$ cat src/rtl/fcm_pkg.sv
package fcm_pkg;
  typedef enum logic [2:0] {
    ST_IDLE,
    ST_GATE,
    ST_INJ,
    ST_GAP,
    ST_ADD
  } fcm_state_e;

  // elaboration-time binary to packed BCD, 16 digits max
  function automatic logic [63:0] to_bcd(input longint unsigned v);
    logic [63:0] r;
    longint unsigned t;
    r = '0;
    t = v;
    for (int i = 0; i < 16; i++) begin
      r[4*i +: 4] = 4'(t % 10);
      t = t / 10;
    end
    return r;
  endfunction
endpackage

$ cat src/rtl/fcm_sync_edge.sv
module fcm_sync_edge (
  input  logic clk_i,
  input  logic rst_ni,
  input  logic async_i,
  output logic rise_o
);
  logic [1:0] sync_q;
  logic       prev_q;

  always_ff @(posedge clk_i or negedge rst_ni) begin
    if (!rst_ni) begin
      sync_q <= '0;
      prev_q <= 1'b0;
    end else begin
      sync_q <= {sync_q[0], async_i};
      prev_q <= sync_q[1];
    end
  end

  assign rise_o = sync_q[1] & ~prev_q;
endmodule

$ cat src/rtl/fcm_divider.sv
module fcm_divider #(
  parameter int DIV = 256
) (
  input  logic clk_i,
  input  logic rst_ni,
  input  logic clr_i,
  input  logic inc_i,
  output logic wrap_o
);
  localparam int CW = $clog2(DIV);

  logic [CW-1:0] cnt_q;

  assign wrap_o = inc_i && (cnt_q == CW'(DIV - 1));

  always_ff @(posedge clk_i or negedge rst_ni) begin
    if (!rst_ni)     cnt_q <= '0;
    else if (clr_i)  cnt_q <= '0;
    else if (wrap_o) cnt_q <= '0;
    else if (inc_i)  cnt_q <= cnt_q + CW'(1);
  end

  assert_wrap_returns_zero_R2: assert property (@(posedge clk_i) disable iff (!rst_ni)
    (wrap_o && !clr_i) |=> (cnt_q == '0));
endmodule

$ cat src/rtl/fcm_bcd_add.sv
module fcm_bcd_add #(
  parameter int DIGITS = 8
) (
  input  logic [4*DIGITS-1:0] a_i,
  input  logic [4*DIGITS-1:0] b_i,
  output logic [4*DIGITS-1:0] sum_o
);
  always_comb begin
    logic       cy;
    logic [4:0] raw;
    cy    = 1'b0;
    sum_o = '0;
    for (int i = 0; i < DIGITS; i++) begin
      raw = {1'b0, a_i[4*i +: 4]} + {1'b0, b_i[4*i +: 4]} + {4'b0, cy};
      if (raw > 5'd9) begin
        sum_o[4*i +: 4] = raw[3:0] + 4'd6;
        cy = 1'b1;
      end else begin
        sum_o[4*i +: 4] = raw[3:0];
        cy = 1'b0;
      end
    end
  end
endmodule

$ cat src/rtl/prescaled_freq_meter.sv
module prescaled_freq_meter #(
  parameter int GATE_CYCLES = 50_000_000,
  parameter int PRE_DIV     = 256,
  parameter int HS_DIV      = 64,
  parameter int DIGITS      = 8
) (
  input  logic                clk_i,
  input  logic                rst_ni,
  input  logic                sig_i,
  input  logic                start_i,
  input  logic                hs_mode_i,
  output logic [4*DIGITS-1:0] result_o,
  output logic                done_o
);
  import fcm_pkg::*;

  localparam int TW = $clog2(GATE_CYCLES);
  localparam int KW = $clog2(PRE_DIV) + 1;
  localparam int RW = 4 * DIGITS;
  localparam logic [63:0] WRAP_LO = to_bcd(longint'(PRE_DIV));
  localparam logic [63:0] WRAP_HI = to_bcd(longint'(PRE_DIV) * longint'(HS_DIV));
  localparam logic [63:0] UNIT_LO = to_bcd(64'd1);
  localparam logic [63:0] UNIT_HI = to_bcd(longint'(HS_DIV));

  fcm_state_e    state_q;
  logic [TW-1:0] timer_q;
  logic [KW-1:0] k_q, rem_q;
  logic [RW-1:0] acc_q, addend, sum;
  logic          hs_q, done_q;
  logic          rise, hs_wrap, pre_inc, pre_wrap, gate_on, clr, add_en, gate_wrap;

  fcm_sync_edge u_sync (
    .clk_i  (clk_i),
    .rst_ni (rst_ni),
    .async_i(sig_i),
    .rise_o (rise)
  );

  assign gate_on = (state_q == ST_GATE);
  assign clr     = (state_q == ST_IDLE) && start_i;

  fcm_divider #(.DIV(HS_DIV)) u_front (
    .clk_i (clk_i),
    .rst_ni(rst_ni),
    .clr_i (clr),
    .inc_i (rise && gate_on && hs_q),
    .wrap_o(hs_wrap)
  );

  // external path only while gated; injected pulses otherwise
  assign pre_inc = gate_on ? (hs_q ? hs_wrap : rise) : (state_q == ST_INJ);

  fcm_divider #(.DIV(PRE_DIV)) u_pre (
    .clk_i (clk_i),
    .rst_ni(rst_ni),
    .clr_i (clr),
    .inc_i (pre_inc),
    .wrap_o(pre_wrap)
  );

  assign gate_wrap = gate_on && pre_wrap;
  assign add_en    = gate_wrap || ((state_q == ST_ADD) && (rem_q != '0));
  assign addend    = gate_wrap ? (hs_q ? WRAP_HI[RW-1:0] : WRAP_LO[RW-1:0])
                               : (hs_q ? UNIT_HI[RW-1:0] : UNIT_LO[RW-1:0]);

  fcm_bcd_add #(.DIGITS(DIGITS)) u_add (
    .a_i  (acc_q),
    .b_i  (addend),
    .sum_o(sum)
  );

  always_ff @(posedge clk_i or negedge rst_ni) begin
    if (!rst_ni) begin
      state_q <= ST_IDLE;
      timer_q <= '0;
      k_q     <= '0;
      rem_q   <= '0;
      acc_q   <= '0;
      hs_q    <= 1'b0;
      done_q  <= 1'b0;
    end else begin
      done_q <= 1'b0;
      if (clr)         acc_q <= '0;
      else if (add_en) acc_q <= sum;
      unique case (state_q)
        ST_IDLE: if (start_i) begin
          timer_q <= '0;
          k_q     <= '0;
          hs_q    <= hs_mode_i;
          state_q <= ST_GATE;
        end
        ST_GATE: begin
          if (timer_q == TW'(GATE_CYCLES - 1)) state_q <= ST_INJ;
          else timer_q <= timer_q + TW'(1);
        end
        ST_INJ: begin
          if (pre_wrap) begin
            rem_q   <= KW'(PRE_DIV) - k_q - KW'(1);
            state_q <= ST_ADD;
          end else begin
            k_q     <= k_q + KW'(1);
            state_q <= ST_GAP;
          end
        end
        ST_GAP: state_q <= ST_INJ;
        ST_ADD: begin
          if (rem_q == '0) begin
            done_q  <= 1'b1;
            state_q <= ST_IDLE;
          end else begin
            rem_q <= rem_q - KW'(1);
          end
        end
        default: state_q <= ST_IDLE;
      endcase
    end
  end

  assign result_o = acc_q;
  assign done_o   = done_q;

  for (genvar i = 0; i < DIGITS; i++) begin : g_bcd_chk
    assert_bcd_digit_R3: assert property (@(posedge clk_i) disable iff (!rst_ni)
      acc_q[4*i +: 4] <= 4'd9);
  end

  assert_inject_spacing_R5: assert property (@(posedge clk_i) disable iff (!rst_ni)
    (state_q == ST_INJ) |=> (state_q != ST_INJ));

  assert_done_single_R7: assert property (@(posedge clk_i) disable iff (!rst_ni)
    done_o |=> !done_o);

  assert_result_hold_R7: assert property (@(posedge clk_i) disable iff (!rst_ni)
    ((state_q == ST_IDLE) && ($past(state_q) == ST_IDLE)) |-> $stable(result_o));

  assert_busy_no_restart_R8: assert property (@(posedge clk_i) disable iff (!rst_ni)
    ((state_q == ST_GATE) && (timer_q != '0)) |=>
      ((state_q != ST_GATE) || (timer_q != '0)));
endmodule

$ cat config.mk
export PLATFORM = sky130hd
export DESIGN_NAME = prescaled_freq_meter
export DESIGN_NICKNAME = d
export VERILOG_FILES = /design/src/rtl/fcm_pkg.sv /design/src/rtl/fcm_sync_edge.sv /design/src/rtl/fcm_divider.sv /design/src/rtl/fcm_bcd_add.sv /design/src/rtl/prescaled_freq_meter.sv
export SDC_FILE = /design/constraint.sdc
export NUM_CORES = 1
export LEC_CHECK = 0
export BUFFER_PORTS_ARGS = -buffer_cell sky130_fd_sc_hd__buf_4
export CORE_ASPECT_RATIO = 1.1
export CORE_UTILIZATION = 55
export CTS_CLUSTER_SIZE = 25
export DETAILED_ROUTE_END_ITERATION = 10
export HOLD_SLACK_MARGIN = 0.02
export PLACE_DENSITY = 0.76
export SYNTH_ARGS = -nofsm -noshare
export SYNTH_HDL_FRONTEND = slang
export SYNTH_SLANG_ARGS = --single-unit
$ cat constraint.sdc
create_clock -name clk_i -period 11.9 [get_ports clk_i]
set_input_delay 1.19 -clock clk_i [delete_from_list [all_inputs] [get_ports clk_i]]
set_output_delay 1.19 -clock clk_i [all_outputs]
set_load 0.05 [all_outputs]
==> results.tsv <==
stage	metric	value	unit
job	max-cap violation count	0	
min_path	Hold Crit Start	u_sync.sync_q[0]	
placement	pre-CTS setup slack	-344	ps
outcome	run status	finished, final reports clean	
drt	initial DRC count	515	
clock_tree	clock tree root buffer cell	clkbuf_16	
die	Starting Density	56.9	%
critical_path	Setup crit start kind	flop	
power	maximum vdd ir drop	0.0000856	V
drt	drt pass-1 iters	5	
drt	post-route antenna net violation count	0	
global_routing	vias in the first global route	5327	
drt	drt drc	0	
layout	layout cell share with drive strength beyond 1	16.3	%
critical_path	Crit. End Element	flop	
power	net switching power	396	uW
global_routing	largest net degree at the start of global routing	75	
clock_tree	Worst-path clk slew	70	ps
synth	Yosys warnings	0	
timing	Fmax achieved	88.4	MHz
timing	crit share post-route	95.1	%
clock_tree	Clock Tree Buf Depth	2	
drt	M1 wire length	6.66	mm
synth	Synth cell types	77	
drt	met2 WL post-DR	7.78	mm
clock_tree	Clock Latency Late Sink	350	ps
drt	metal3 WL	603	um
synth	flops & latches, synth	98	
synth	Post-synth ARST share	100	%
critical_path	Setup crit start	u_front.cnt_q[1]	
die	Core Footprint	11600	um^2
placement	placed cell area	6990	um^2
timing	Final setup viols	0	
timing	Layout Skew	8.61	ps
critical_path	CP arrival	11580	ps
power	Flop pwr share	38.8	%
die	Die Wd	106	um
layout	commonest cells after routing, fill and taps aside	dfrtp_1, nand2_1, a21oi_1, buf_4, nor2_1	
layout	Ant. Diodes	0	
synth	top_reg_cell synth	dfrtp_1	
timing	Rel. slew slack	17.0	%
placement	Final GP Congestion	0.877	
die	I/O pin total	38	
power	Sw Share	34.7	%
timing	worst-margin pin slew	1240	ps
synth	Synth Area per Inst	8.68	um^2
placement	number of port buffers	37	
global_routing	GRT Resource Usage Total	24.5	%
critical_path	Setup CP Type	reg -> reg	
die	row cnt	41	
placement	DP HPWL	10.2	mm
layout	post-route cell area	7550	um^2
synth	sequential share of the synthesized area	37.2	%
timing	Final min period	11310	ps
timing	endpoints failing hold	0	
drt	DRT Wirelength	15.2	mm
layout	area delta synth->final	14.4	%
global_routing	initial antenna violation count	0	
timing	final setup margin	585	ps
synth	Gate Count Post-Synth	760	
clock_tree	H-tree depth	3	
timing	max-slew violations	0	
global_routing	GR Overflow Total	0	
power	Logic pwr share	31.1	%
clock_tree	CTS tree	built	
drt	Routed WL per cell	16.0	um
timing	setup TNS	0	ps
drt	Top Layer Used	met4	
die	Die ar.	12400	um^2
min_path	Hold WC Path Type	reg -> reg	
power	Leak	3.27	nW
global_routing	global-route wire length before repair	24.6	mm
layout	nets	842	
clock_tree	clk sinks	98	
critical_path	worst-path fanout max	8	
critical_path	Crit path top cell by count	a21oi_1	
critical_path	Critical Path Slowest Stage Cell	fa_2	
critical_path	CP peak stage delay	590	ps
drt	drt via density	6.14	
synth	Post-Synthesis Net Count	807	
clock_tree	CTS buffer count	9	
power	internal power	745	uW
synth	Mapped Area	6600	um^2
layout	most common cell after layout, fill and taps aside	dfrtp_1	
synth	EDFF count, synth	0	
power	pwr/cell area	151	nW/um^2
drt	via count	5836	
die	die height	117	um
power	Clock power frac	30.1	%
power	Design Power	1.14	mW
critical_path	worst endpoint required time	12170	ps
critical_path	worst r2r src	u_front.cnt_q[1]	
## registers in the layout, summed over array words and instances (netlist names)
name / count
k_q: 9
result_o: 32
u_pre.cnt_q: 8
hs_q: 1
u_sync.sync_q: 2
u_front.cnt_q: 6
state_q: 3
timer_q: 26
done_o: 1
u_sync.prev_q: 1
rem_q: 9
## cell usage after synthesis (4+ instances only)
library cell,number,share of area (%)
nand4_1,17,1.6
a22o_1,7,0.93
inv_1,30,1.7
nor2_1,57,3.2
o211ai_1,8,0.91
nor4_1,6,0.57
a21oi_1,63,4.8
a31oi_1,10,0.95
and3_1,8,0.76
or4_1,5,0.57
or3_1,12,1.1
nand2b_1,6,0.57
dfrtp_1,98,37
o21ai_1,21,1.6
fa_1,5,1.5
nor2b_1,13,1.2
xor2_1,16,2.1
or2_2,5,0.47
a211oi_1,6,0.68
nor3b_1,4,0.46
ha_1,37,7.0
nor3_1,14,1.1
o21ai_0,47,3.6
a21o_1,7,0.80
nand3_1,43,3.3
and4_1,6,0.80
xnor2_1,21,2.8
mux2i_1,5,0.76
clkbuf_1,19,1.1
a32oi_1,4,0.53
nand2_1,80,4.6
buf_2,14,1.1
## timing repair
action                                  4_1_cts  5_1_grt
gates resized for setup                       8       23
endpoints found under the setup margin        3        3
hold buffers                                  0        0
setup buffers                                 1        9
endpoints found under the hold margin         0        0
pin swaps                                     1       10
## cells by family after synthesis
kind of cell / count (synthesis) / synth area share, %
xor gates and xnor gates: 37 / 4.91
muxes: 6 / 0.929
adders and majority gates: 42 / 8.53
DFF: 98 / 37.2
AOI/OAI and AO/OA: 212 / 20.4
buffers and inverters: 67 / 4.47
and+or+nand+nor: 298 / 23.6
## final cells by class
cell class              instances  area (um^2)
clock buffers                  10          239
repair buffers                 61          458
inverters                      30          113
fillers                       955         4050
well taps                     150          188
flip-flops and latches         98         2450
multi-input cells             595         3980
clock inverters                 6          113
## final timing paths
kind | depth (start not counted) | slack (ps) | end
max | 54 | 590 | result_o[29]
min | 0 | 360 | u_sync.sync_q[1]
max reg2reg | 54 | 590 | result_o[29]
min reg2reg | 0 | 360 | u_sync.sync_q[1]
max in group asynchronous | 2 | 9910 | timer_q[15]
min in group asynchronous | 1 | 740 | result_o[2]
## layer usage
| layer | track usage [%] | vias up |
|---|---|---|
| met4 | 5.94 | 0 |
| met2 | 43.5 | 156 |
| met3 | 3.65 | 20 |
| met5 | 0 | - |
| met1 | 31.6 | 2836 |
| li1 | - | 2824 |
## critical path, delay by kind of cell, from the launching register on
family | cells | cell delay [ps]
AO/OA/AOI/OAI | 22 | 3760
XOR/XNOR | 1 | 170
adder cells (fa/ha/maj) | 18 | 5110
buffers and inverters | 3 | 220
flip-flops | 1 | 400
AND/OR/NAND/NOR | 10 | 1570
## through the flow
| step | utilization, % | instances | hold slack, ps |
|---|---|---|---|
| finish | 65.1 | 950 | 358 |
| detailed placement | 60.3 | 924 | 347 |
| floorplan | - | 760 | 331 |
| global route | 65.1 | 950 | 381 |
| CTS | 63.7 | 941 | 363 |
| global placement | 60.3 | 924 | 338 |
## power groups by stage
stage                     Clock [mW]  Sequential (mW)  Combinational [mW]
final                          0.343            0.443               0.354
after global routing           0.359            0.450               0.397
after CTS                      0.349            0.439               0.325
after detailed placement           0            0.447               0.314
after global placement             0            0.443               0.299
after floorplan                    0            0.463               0.219
(Power assumes the default switching activity.)
